### src/rtl/gpio_pkg.sv
package gpio_pkg;

  localparam int unsigned PORT_W = 8;
  localparam int unsigned SEL_W  = 3;

  // Register select codes; the bench and software rely on these values.
  typedef enum logic [SEL_W-1:0] {
    SEL_PIN  = 3'd0,
    SEL_LAT  = 3'd1,
    SEL_DIR  = 3'd2,
    SEL_PULL = 3'd3,
    SEL_ANA  = 3'd4
  } reg_sel_e;

endpackage

### src/rtl/gpio_rst_sync.sv
module gpio_rst_sync #(
  parameter int unsigned STAGES = 2
) (
  input  logic clk,
  input  logic rst_n,
  output logic rst_n_sync
);

  logic [STAGES-1:0] chain_q;
  logic [STAGES-1:0] chain_d;

  always_comb begin
    chain_d = {chain_q[STAGES-2:0], 1'b1};
  end

  always_ff @(posedge clk or negedge rst_n) begin
    if (!rst_n) begin
      chain_q <= '0;
    end else begin
      chain_q <= chain_d;
    end
  end

  assign rst_n_sync = chain_q[STAGES-1];

endmodule

### src/rtl/gpio_in_sync.sv
module gpio_in_sync #(
  parameter int unsigned WIDTH  = 8,
  parameter int unsigned STAGES = 2
) (
  input  logic             clk,
  input  logic             rst_n,
  input  logic [WIDTH-1:0] raw_i,
  input  logic [WIDTH-1:0] block_i,
  output logic [WIDTH-1:0] sync_o
);

  logic [WIDTH-1:0] gated;
  logic [WIDTH-1:0] stg_q [STAGES];
  logic [WIDTH-1:0] stg_d [STAGES];

  // A blocked (analog) pin keeps its digital buffer output low.
  always_comb begin
    gated = raw_i & ~block_i;
  end

  genvar s;
  generate
    for (s = 0; s < STAGES; s++) begin : g_stage
      if (s == 0) begin : g_first
        always_comb stg_d[s] = gated;
      end else begin : g_next
        always_comb stg_d[s] = stg_q[s-1];
      end

      always_ff @(posedge clk or negedge rst_n) begin
        if (!rst_n) begin
          stg_q[s] <= '0;
        end else begin
          stg_q[s] <= stg_d[s];
        end
      end
    end
  endgenerate

  assign sync_o = stg_q[STAGES-1];

endmodule

### src/rtl/gpio_ctrl_regs.sv
module gpio_ctrl_regs
  import gpio_pkg::*;
#(
  parameter int unsigned WIDTH    = PORT_W,
  parameter logic [WIDTH-1:0] ANA_MASK = 8'h0F
) (
  input  logic             clk,
  input  logic             rst_n,
  input  logic             we_i,
  input  logic [SEL_W-1:0] sel_i,
  input  logic [WIDTH-1:0] wdata_i,
  output logic [WIDTH-1:0] lat_o,
  output logic [WIDTH-1:0] dir_o,
  output logic [WIDTH-1:0] pull_o,
  output logic [WIDTH-1:0] ana_o
);

  localparam logic [WIDTH-1:0] DIR_RST = '1;

  logic [WIDTH-1:0] lat_q,  lat_d;
  logic [WIDTH-1:0] dir_q,  dir_d;
  logic [WIDTH-1:0] pull_q, pull_d;
  logic [WIDTH-1:0] ana_q,  ana_d;

  logic lat_en, dir_en, pull_en, ana_en;

  // Write decode: the port address and the latch address both land in the latch.
  always_comb begin
    lat_en  = we_i && ((sel_i == SEL_PIN) || (sel_i == SEL_LAT));
    dir_en  = we_i && (sel_i == SEL_DIR);
    pull_en = we_i && (sel_i == SEL_PULL);
    ana_en  = we_i && (sel_i == SEL_ANA);
  end

  always_comb begin
    lat_d  = lat_en  ? wdata_i : lat_q;
    dir_d  = dir_en  ? wdata_i : dir_q;
    pull_d = pull_en ? wdata_i : pull_q;
    ana_d  = ana_en  ? (wdata_i & ANA_MASK) : ana_q;
  end

  always_ff @(posedge clk or negedge rst_n) begin
    if (!rst_n) begin
      lat_q  <= '0;
      dir_q  <= DIR_RST;
      pull_q <= '0;
      ana_q  <= ANA_MASK;
    end else begin
      lat_q  <= lat_d;
      dir_q  <= dir_d;
      pull_q <= pull_d;
      ana_q  <= ana_d;
    end
  end

  assign lat_o  = lat_q;
  assign dir_o  = dir_q;
  assign pull_o = pull_q;
  assign ana_o  = ana_q;


  dir_write_chk: assert property (@(posedge clk) disable iff (!rst_n)
    (we_i && sel_i == SEL_DIR) |=> (dir_o == $past(wdata_i)));


  port_write_to_latch_chk: assert property (@(posedge clk) disable iff (!rst_n)
    (we_i && sel_i == SEL_PIN) |=> (lat_o == $past(wdata_i)));


  latch_write_chk: assert property (@(posedge clk) disable iff (!rst_n)
    (we_i && sel_i == SEL_LAT) |=> (lat_o == $past(wdata_i)));


  ana_mask_chk: assert property (@(posedge clk) disable iff (!rst_n)
    (ana_o & ~ANA_MASK) == '0);


  unmapped_write_chk: assert property (@(posedge clk) disable iff (!rst_n)
    (we_i && sel_i > SEL_ANA) |=> ($stable(lat_o) && $stable(dir_o) &&
                                   $stable(pull_o) && $stable(ana_o)));

endmodule

### src/rtl/gpio_pad_ctrl.sv
module gpio_pad_ctrl #(
  parameter int unsigned WIDTH = 8
) (
  input  logic [WIDTH-1:0] lat_i,
  input  logic [WIDTH-1:0] dir_i,
  input  logic [WIDTH-1:0] pull_i,
  output logic [WIDTH-1:0] out_o,
  output logic [WIDTH-1:0] oe_o,
  output logic [WIDTH-1:0] pu_o
);

  genvar p;
  generate
    for (p = 0; p < WIDTH; p++) begin : g_pin
      // Direction bit 1 = input; the pull-up is only offered to inputs.
      always_comb begin
        out_o[p] = lat_i[p];
        oe_o[p]  = ~dir_i[p];
        pu_o[p]  = pull_i[p] & dir_i[p];
      end
    end
  endgenerate

endmodule

### src/rtl/gpio_port_regs.sv
module gpio_port_regs
  import gpio_pkg::*;
#(
  parameter int unsigned      WIDTH       = PORT_W,
  parameter int unsigned      SYNC_STAGES = 2,
  parameter int unsigned      RST_STAGES  = 2,
  parameter logic [WIDTH-1:0] ANA_MASK    = 8'h0F
) (
  input  logic             clk,
  input  logic             rst_n,
  input  logic [SEL_W-1:0] bus_addr,
  input  logic             bus_we,
  input  logic [WIDTH-1:0] bus_wdata,
  output logic [WIDTH-1:0] bus_rdata,
  input  logic [WIDTH-1:0] pad_in,
  output logic [WIDTH-1:0] pad_out,
  output logic [WIDTH-1:0] pad_oe,
  output logic [WIDTH-1:0] pad_pu
);

  logic             rst_n_int;
  logic [WIDTH-1:0] lat, dir, pull, ana;
  logic [WIDTH-1:0] pin_sync;
  logic [WIDTH-1:0] pin_view;

  gpio_rst_sync #(.STAGES(RST_STAGES)) u_rst_sync (
    .clk        (clk),
    .rst_n      (rst_n),
    .rst_n_sync (rst_n_int)
  );

  gpio_ctrl_regs #(.WIDTH(WIDTH), .ANA_MASK(ANA_MASK)) u_regs (
    .clk     (clk),
    .rst_n   (rst_n_int),
    .we_i    (bus_we),
    .sel_i   (bus_addr),
    .wdata_i (bus_wdata),
    .lat_o   (lat),
    .dir_o   (dir),
    .pull_o  (pull),
    .ana_o   (ana)
  );

  gpio_in_sync #(.WIDTH(WIDTH), .STAGES(SYNC_STAGES)) u_in_sync (
    .clk     (clk),
    .rst_n   (rst_n_int),
    .raw_i   (pad_in),
    .block_i (ana),
    .sync_o  (pin_sync)
  );

  gpio_pad_ctrl #(.WIDTH(WIDTH)) u_pad (
    .lat_i  (lat),
    .dir_i  (dir),
    .pull_i (pull),
    .out_o  (pad_out),
    .oe_o   (pad_oe),
    .pu_o   (pad_pu)
  );

  // Masking here as well removes the pipeline delay when a pin turns analog.
  always_comb begin
    pin_view = pin_sync & ~ana;
  end

  always_comb begin
    case (bus_addr)
      SEL_PIN:  bus_rdata = pin_view;
      SEL_LAT:  bus_rdata = lat;
      SEL_DIR:  bus_rdata = dir;
      SEL_PULL: bus_rdata = pull;
      SEL_ANA:  bus_rdata = ana;
      default:  bus_rdata = '0;
    endcase
  end


  analog_reads_zero_chk: assert property (@(posedge clk) disable iff (!rst_n_int)
    (bus_addr == SEL_PIN) |-> ((bus_rdata & ana) == '0));


  pullup_on_output_chk: assert property (@(posedge clk) disable iff (!rst_n_int)
    (pad_pu & pad_oe) == '0);


  unmapped_read_chk: assert property (@(posedge clk) disable iff (!rst_n_int)
    (bus_addr > SEL_ANA) |-> (bus_rdata == '0));

endmodule

### config.mk
export PLATFORM = sky130hd
export DESIGN_NAME = gpio_port_regs
export DESIGN_NICKNAME = d
export VERILOG_FILES = /design/src/rtl/gpio_pkg.sv /design/src/rtl/gpio_rst_sync.sv /design/src/rtl/gpio_in_sync.sv /design/src/rtl/gpio_ctrl_regs.sv /design/src/rtl/gpio_pad_ctrl.sv /design/src/rtl/gpio_port_regs.sv
export SDC_FILE = /design/constraint.sdc
export NUM_CORES = 1
export LEC_CHECK = 0
export ABC_CLOCK_PERIOD_IN_PS = 1600
export BUFFER_PORTS_ARGS = -buffer_cell sky130_fd_sc_hd__buf_4
export CELL_PAD_IN_SITES_DETAIL_PLACEMENT = 0
export CELL_PAD_IN_SITES_GLOBAL_PLACEMENT = 1
export CORE_MARGIN = 10
export CORE_UTILIZATION = 30
export CTS_CLUSTER_DIAMETER = 30
export DETAILED_ROUTE_END_ITERATION = 12
export PLACE_DENSITY_LB_ADDON = 0.1
export SYNTH_ARGS = -nofsm -noshare
export SYNTH_HDL_FRONTEND = slang
export SYNTH_HIERARCHICAL = 1
export SYNTH_SLANG_ARGS = --single-unit
### constraint.sdc
create_clock -name clk -period 1.6 [get_ports clk]
set_input_delay 0.24 -clock clk [delete_from_list [all_inputs] [get_ports clk]]
set_output_delay 0.24 -clock clk [all_outputs]
set_load 0.01 [all_outputs]
Word-level counts from Yosys, hierarchy flattened

Index checks and enable logic that the tools add are counted.

Output and inout port bits: 32
Word-level logic and storage cells: 37
Bits in registers: 46

Bitwise operators: 19
Equality and inequality tests: 4
Reductions and logical operators: 6
Mux-type cells: 1

Operator list:

| kind                                                | count |
|---|---|
| case mux 8 bit (5 select lines)                     | 1 |
| AND 8 bit                                           | 2 |
| AND 1 bit                                           | 8 |
| NOT 1 bit                                           | 8 |
| NOT 4 -> 8 bit                                      | 1 |
| equality test 3 x 2 -> 1 bit, second input constant | 2 |
| logical AND 1 bit                                   | 4 |
| equality test 3 x 1 -> 1 bit, second input constant | 1 |
| equality test 3 bit, second input constant          | 1 |
| zero test 3 bit                                     | 1 |
| logical OR 1 bit                                    | 1 |

Longest topological paths before layout

Depth after elaboration: 3
Mapped depth: 4
Gate-level depth less buffers: 3

By module

The synthesis kept the hierarchy.

By module, submodules not included:

| module         | area an instance (sq um) | times used | seq. area each (sq um) | cells an instance |
|---|---|---|---|---|
| gpio_ctrl_regs | 1134.8                   | 1          | 715.7                  | 66 |
| gpio_in_sync   | 510.5                    | 1          | 400.4                  | 24 |
| gpio_port_regs | 367.9                    | 1          | 0.0                    | 47 |
| gpio_pad_ctrl  | 140.1                    | 1          | 0.0                    | 24 |
| gpio_rst_sync  | 53.8                     | 1          | 50.0                   | 3 |

Worst setup path before layout

No wires, ideal clock.

Path kind: register to output
From: reg u_regs.dir_q[4] (netlist: u_regs/dir_o[4])
To: out bus_rdata[4]
Setup slack: 383 ps
Arrival time: 977 ps
Path buffers: 0
Stages on the path, launching flop included: 4
Path through: dfstp_2 inv_1 o21a_1 o221ai_1

Longest elaborated chain between the ends: 1

RTL lines:

| element                         | RTL line             | text |
|---|---|---|
| start: declaration              | gpio_ctrl_regs.sv:21 | `logic [WIDTH-1:0] dir_q, dir_d;` |
| start signal: assignment        | gpio_ctrl_regs.sv:50 | `dir_q <= dir_d;` |
| case mux 8 bit (5 select lines) | gpio_port_regs.sv:67 | `case (bus_addr)` |
| end: declaration                | gpio_port_regs.sv:14 | `output logic [WIDTH-1:0] bus_rdata,` |

Every way passes these cells.

Worst setup path after layout

From: reg u_regs.ana_q[3] (netlist: u_regs/ana_o[3])
To: out bus_rdata[3]

Longest elaborated chain between the ends: 3

RTL lines:

| element                           | RTL line             | text |
|---|---|---|
| start: declaration                | gpio_ctrl_regs.sv:23 | `logic [WIDTH-1:0] ana_q, ana_d;` |
| start signal: assignment          | gpio_ctrl_regs.sv:52 | `ana_q <= ana_d;` |
| NOT 4 -> 8 bit                    | gpio_port_regs.sv:63 | `pin_view = pin_sync & ~ana;` |
| AND 8 bit                         | gpio_port_regs.sv:63 |  |
| case mux 8 bit (5 select lines) * | gpio_port_regs.sv:67 |  |

Every way passes the cells marked *; elsewhere a longest branch is shown, timed or not.

==> impl_metrics.tcl <==
set metrics [dict create \
    yosys_warnings 6 \
    clkSinkCount 46 \
    finalSetupViolations 4 \
    min_to "u_in_sync/stg_d[3]" \
    max_freq_ghz 0.619 \
    met1Wirelength_um 2230 \
    leakage_nw 1.38 \
    hold_viol 0 \
    seq_area_frac_synth_pct 52.8 \
    endpoint_kind "output pin" \
    post-route-min-period_ns 1.62 \
    synth_area_leaders "dfrtp_1, dfstp_2, mux2_2" \
    firstDrtPassIters 4 \
    rsz0062_at_grt "true" \
    overflow 0 \
    swShare_pct 28.1 \
    pwr-share-clk_pct 23.0 \
    highest_layer "met4" \
    powerDensity_nw_per_um2 1090 \
    yosysUniqueCellTypes 28 \
    insertion_delay_ns 0.29 \
    layout_commonest_cell "buf_4" \
    clockBufferDepth 2 \
    cp_max_fo 4 \
    r2r_cells 3 \
    drv_slew 0 \
    path_clk_slew_ns 0.09 \
    viasPerCell 4.32 \
    start_util_pct 30.6 \
    clockRootBuffer "clkbuf_8" \
    drive_above_1_share_pct 60.8 \
    synth_edf_count 0 \
    wirelength_um 5420 \
    grt_pass1_wl_um 8900 \
    syn-instance-count 164 \
    arrival_ns 1.38 \
    start_kind "flop" \
    crit_type "reg -> out" \
    antenna_found_initial 0 \
    globalplace.congestion 0.754 \
    ys.flop_type "dfrtp_1" \
    cp.required_ns 1.36 \
    hpwl_um 4130 \
    hold_depth 2 \
    r2r_setup_slack_ns 0.66 \
    p_switching_w 0.000897 \
    seq_area_sq_um 1170 \
    first_global_vias 1690 \
    multi_input_area_sq_um 902 \
    area_growth_pct 32.6 \
    max-vdd-ir-drop_mv 0.483 \
    antenna_cells 0 \
    min-delay-start "pad_in[3]" \
    maxCapViolations 0 \
    fin_ws_ns -0.0161 \
    yosysTopAreaCellShare_pct 38.5 \
    power_frac_seq_pct 48.3 \
    die_w_um 106 \
    synth_top_area_cell "dfrtp_1" \
    finalPower_w 0.00319 \
    vias 1452 \
    drtAntennaViolNets 0 \
    syn_area_sq_um 2210 \
    portBuffers 53 \
    post-place-ws_ns 0.0724 \
    die_h_um 106 \
    rows 31 \
    timing.rr.start "u_regs/dir_o[4]" \
    track_usage_pct 9.96 \
    r2r_end "u_regs/dir_o[4]" \
    fillers 735 \
    drcViolationCount 0 \
    period_share_pct 101 \
    avgSynthCellArea_sq_um 13.5 \
    grt_max_degree 30 \
    cellInternalPower_w 0.00229 \
    cts_tree "built" \
    drt_iter0_markers 31 \
    wl_per_cell_um 16.1 \
    hold_class "in -> reg" \
    layout_common_cells "buf_4, dfrtp_1, mux2_2" \
    met2_length_um 2790 \
    h-tree-depth 2 \
    met3WireLength_um 336 \
    comb_power_share_pct 28.7 \
    core_sq_um 7210 \
    ios 54 \
    ys_async_sr_fraction_pct 100 \
    cts_buffers 5 \
    yosys_register_bits 46 \
    status "finished, violations left" \
    nNetsFinal 258 \
    die_area_sq_um 11200 \
    clock_skew_ns 0.00457 \
    violations "negative setup slack" \
]
==> worst max-delay path: stages (launching register included) <==
cell and delay, ns:
dfstp_2 0.57, nor2b_2 0.04, a221o_2 0.34, buf_6 0.13
==> sequential cells by signal, summed over array words and instances (netlist names) <==
register / cells
u_regs/dir_o: 8
u_regs/lat_o: 8
u_rst_sync/chain_q: 2
u_in_sync/stg_d: 8
u_regs/pull_o: 8
u_regs/ana_o: 4
u_in_sync/sync_o: 8
==> per-layer routing <==
metal,vias to the layer above,global-route usage (%)
li1,698,-
met1,719,10.6
met2,30,17.5
met3,5,4.20
met4,0,3.00
met5,-,0
==> cell usage after synthesis (2+ instances only) <==
| library cell | number |
|---|---|
| a221o_2 | 3 |
| a22oi_1 | 3 |
| and2_1 | 8 |
| and4bb_1 | 2 |
| buf_4 | 12 |
| buf_6 | 3 |
| conb_1 | 2 |
| dfrtp_1 | 34 |
| dfstp_2 | 12 |
| inv_1 | 10 |
| mux2_2 | 28 |
| mux2i_1 | 8 |
| nand2_1 | 4 |
| nand3b_1 | 3 |
| nor2_1 | 4 |
| nor2b_1 | 3 |
| nor2b_4 | 8 |
| o221ai_1 | 5 |
| o2bb2ai_1 | 3 |
==> area by class of cell <==
class / instances / area share [%]
tap: 99 / 4.23
multi-input combinational: 96 / 30.8
inverter: 10 / 1.28
timing repair buffer: 77 / 20.6
sequential: 46 / 39.9
clock buffer: 7 / 2.95
clock inverter: 1 / 0.171
==> power by group through the flow <==
stage,combinational (W),clock [W],sequential (W)
2_1_floorplan,0.000489,0,0.00154
3_3_place_gp,0.000799,0,0.00158
3_5_place_dp,0.000810,0,0.00159
4_1_cts,0.000905,0.000766,0.00154
5_1_grt,0.00101,0.000818,0.00157
6_report,0.000916,0.000735,0.00154
==> repair_timing <==
action | in CTS | in global routing
endpoints found under the setup margin | 5 | 7
endpoints found under the hold margin | 2 | 0
buffers inserted | 7 | 3
hold buffers | 1 | 0
pin swaps | 3 | 5
resized for setup | 4 | 3
==> worst max path at each step <==
stage | cells past startpoint | from | to
5_1_grt | 3 | u_regs/ana_o[1] | bus_rdata[1]
3_3_place_gp | 6 | bus_addr[1] | bus_rdata[3]
6_report | 3 | u_regs/ana_o[3] | bus_rdata[3]
4_1_cts | 4 | u_regs/dir_o[4] | bus_rdata[4]
3_5_place_dp | 6 | bus_addr[1] | bus_rdata[3]
2_1_floorplan | 0 | u_rst_sync/chain_q[1] | u_in_sync/stg_d[0]
==> per-stage QoR <==
step | instance area, sq um | TNS, ns | hold slack, ns | std cells | utilization [%]
after detailed placement | 2730 | 0 | 0.0264 | 317 | 37.8
after global placement | 2730 | 0 | 0.0229 | 317 | 37.8
after CTS | 2890 | -0.0972 | 0.149 | 333 | 40.1
after global routing | 2930 | -0.310 | 0.148 | 336 | 40.6
final | 2930 | -0.0274 | 0.155 | 336 | 40.6
after floorplan | 2220 | 0 | -0.0556 | 167 | -
==> cells by family (layout without fill, tap and decap cells) <==
family / Yosys count / after routing / synth area share, %
other: 2 / 5 / 0.340
AO/OA/AOI/OAI: 16 / 16 / 6.46
flip-flops: 46 / 46 / 52.8
AND/OR/NAND/NOR: 39 / 39 / 15.1
multiplexers: 36 / 36 / 17.9
buffers and inverters: 25 / 95 / 7.31
No activity file was read; power rests on OpenSTA's default activity.
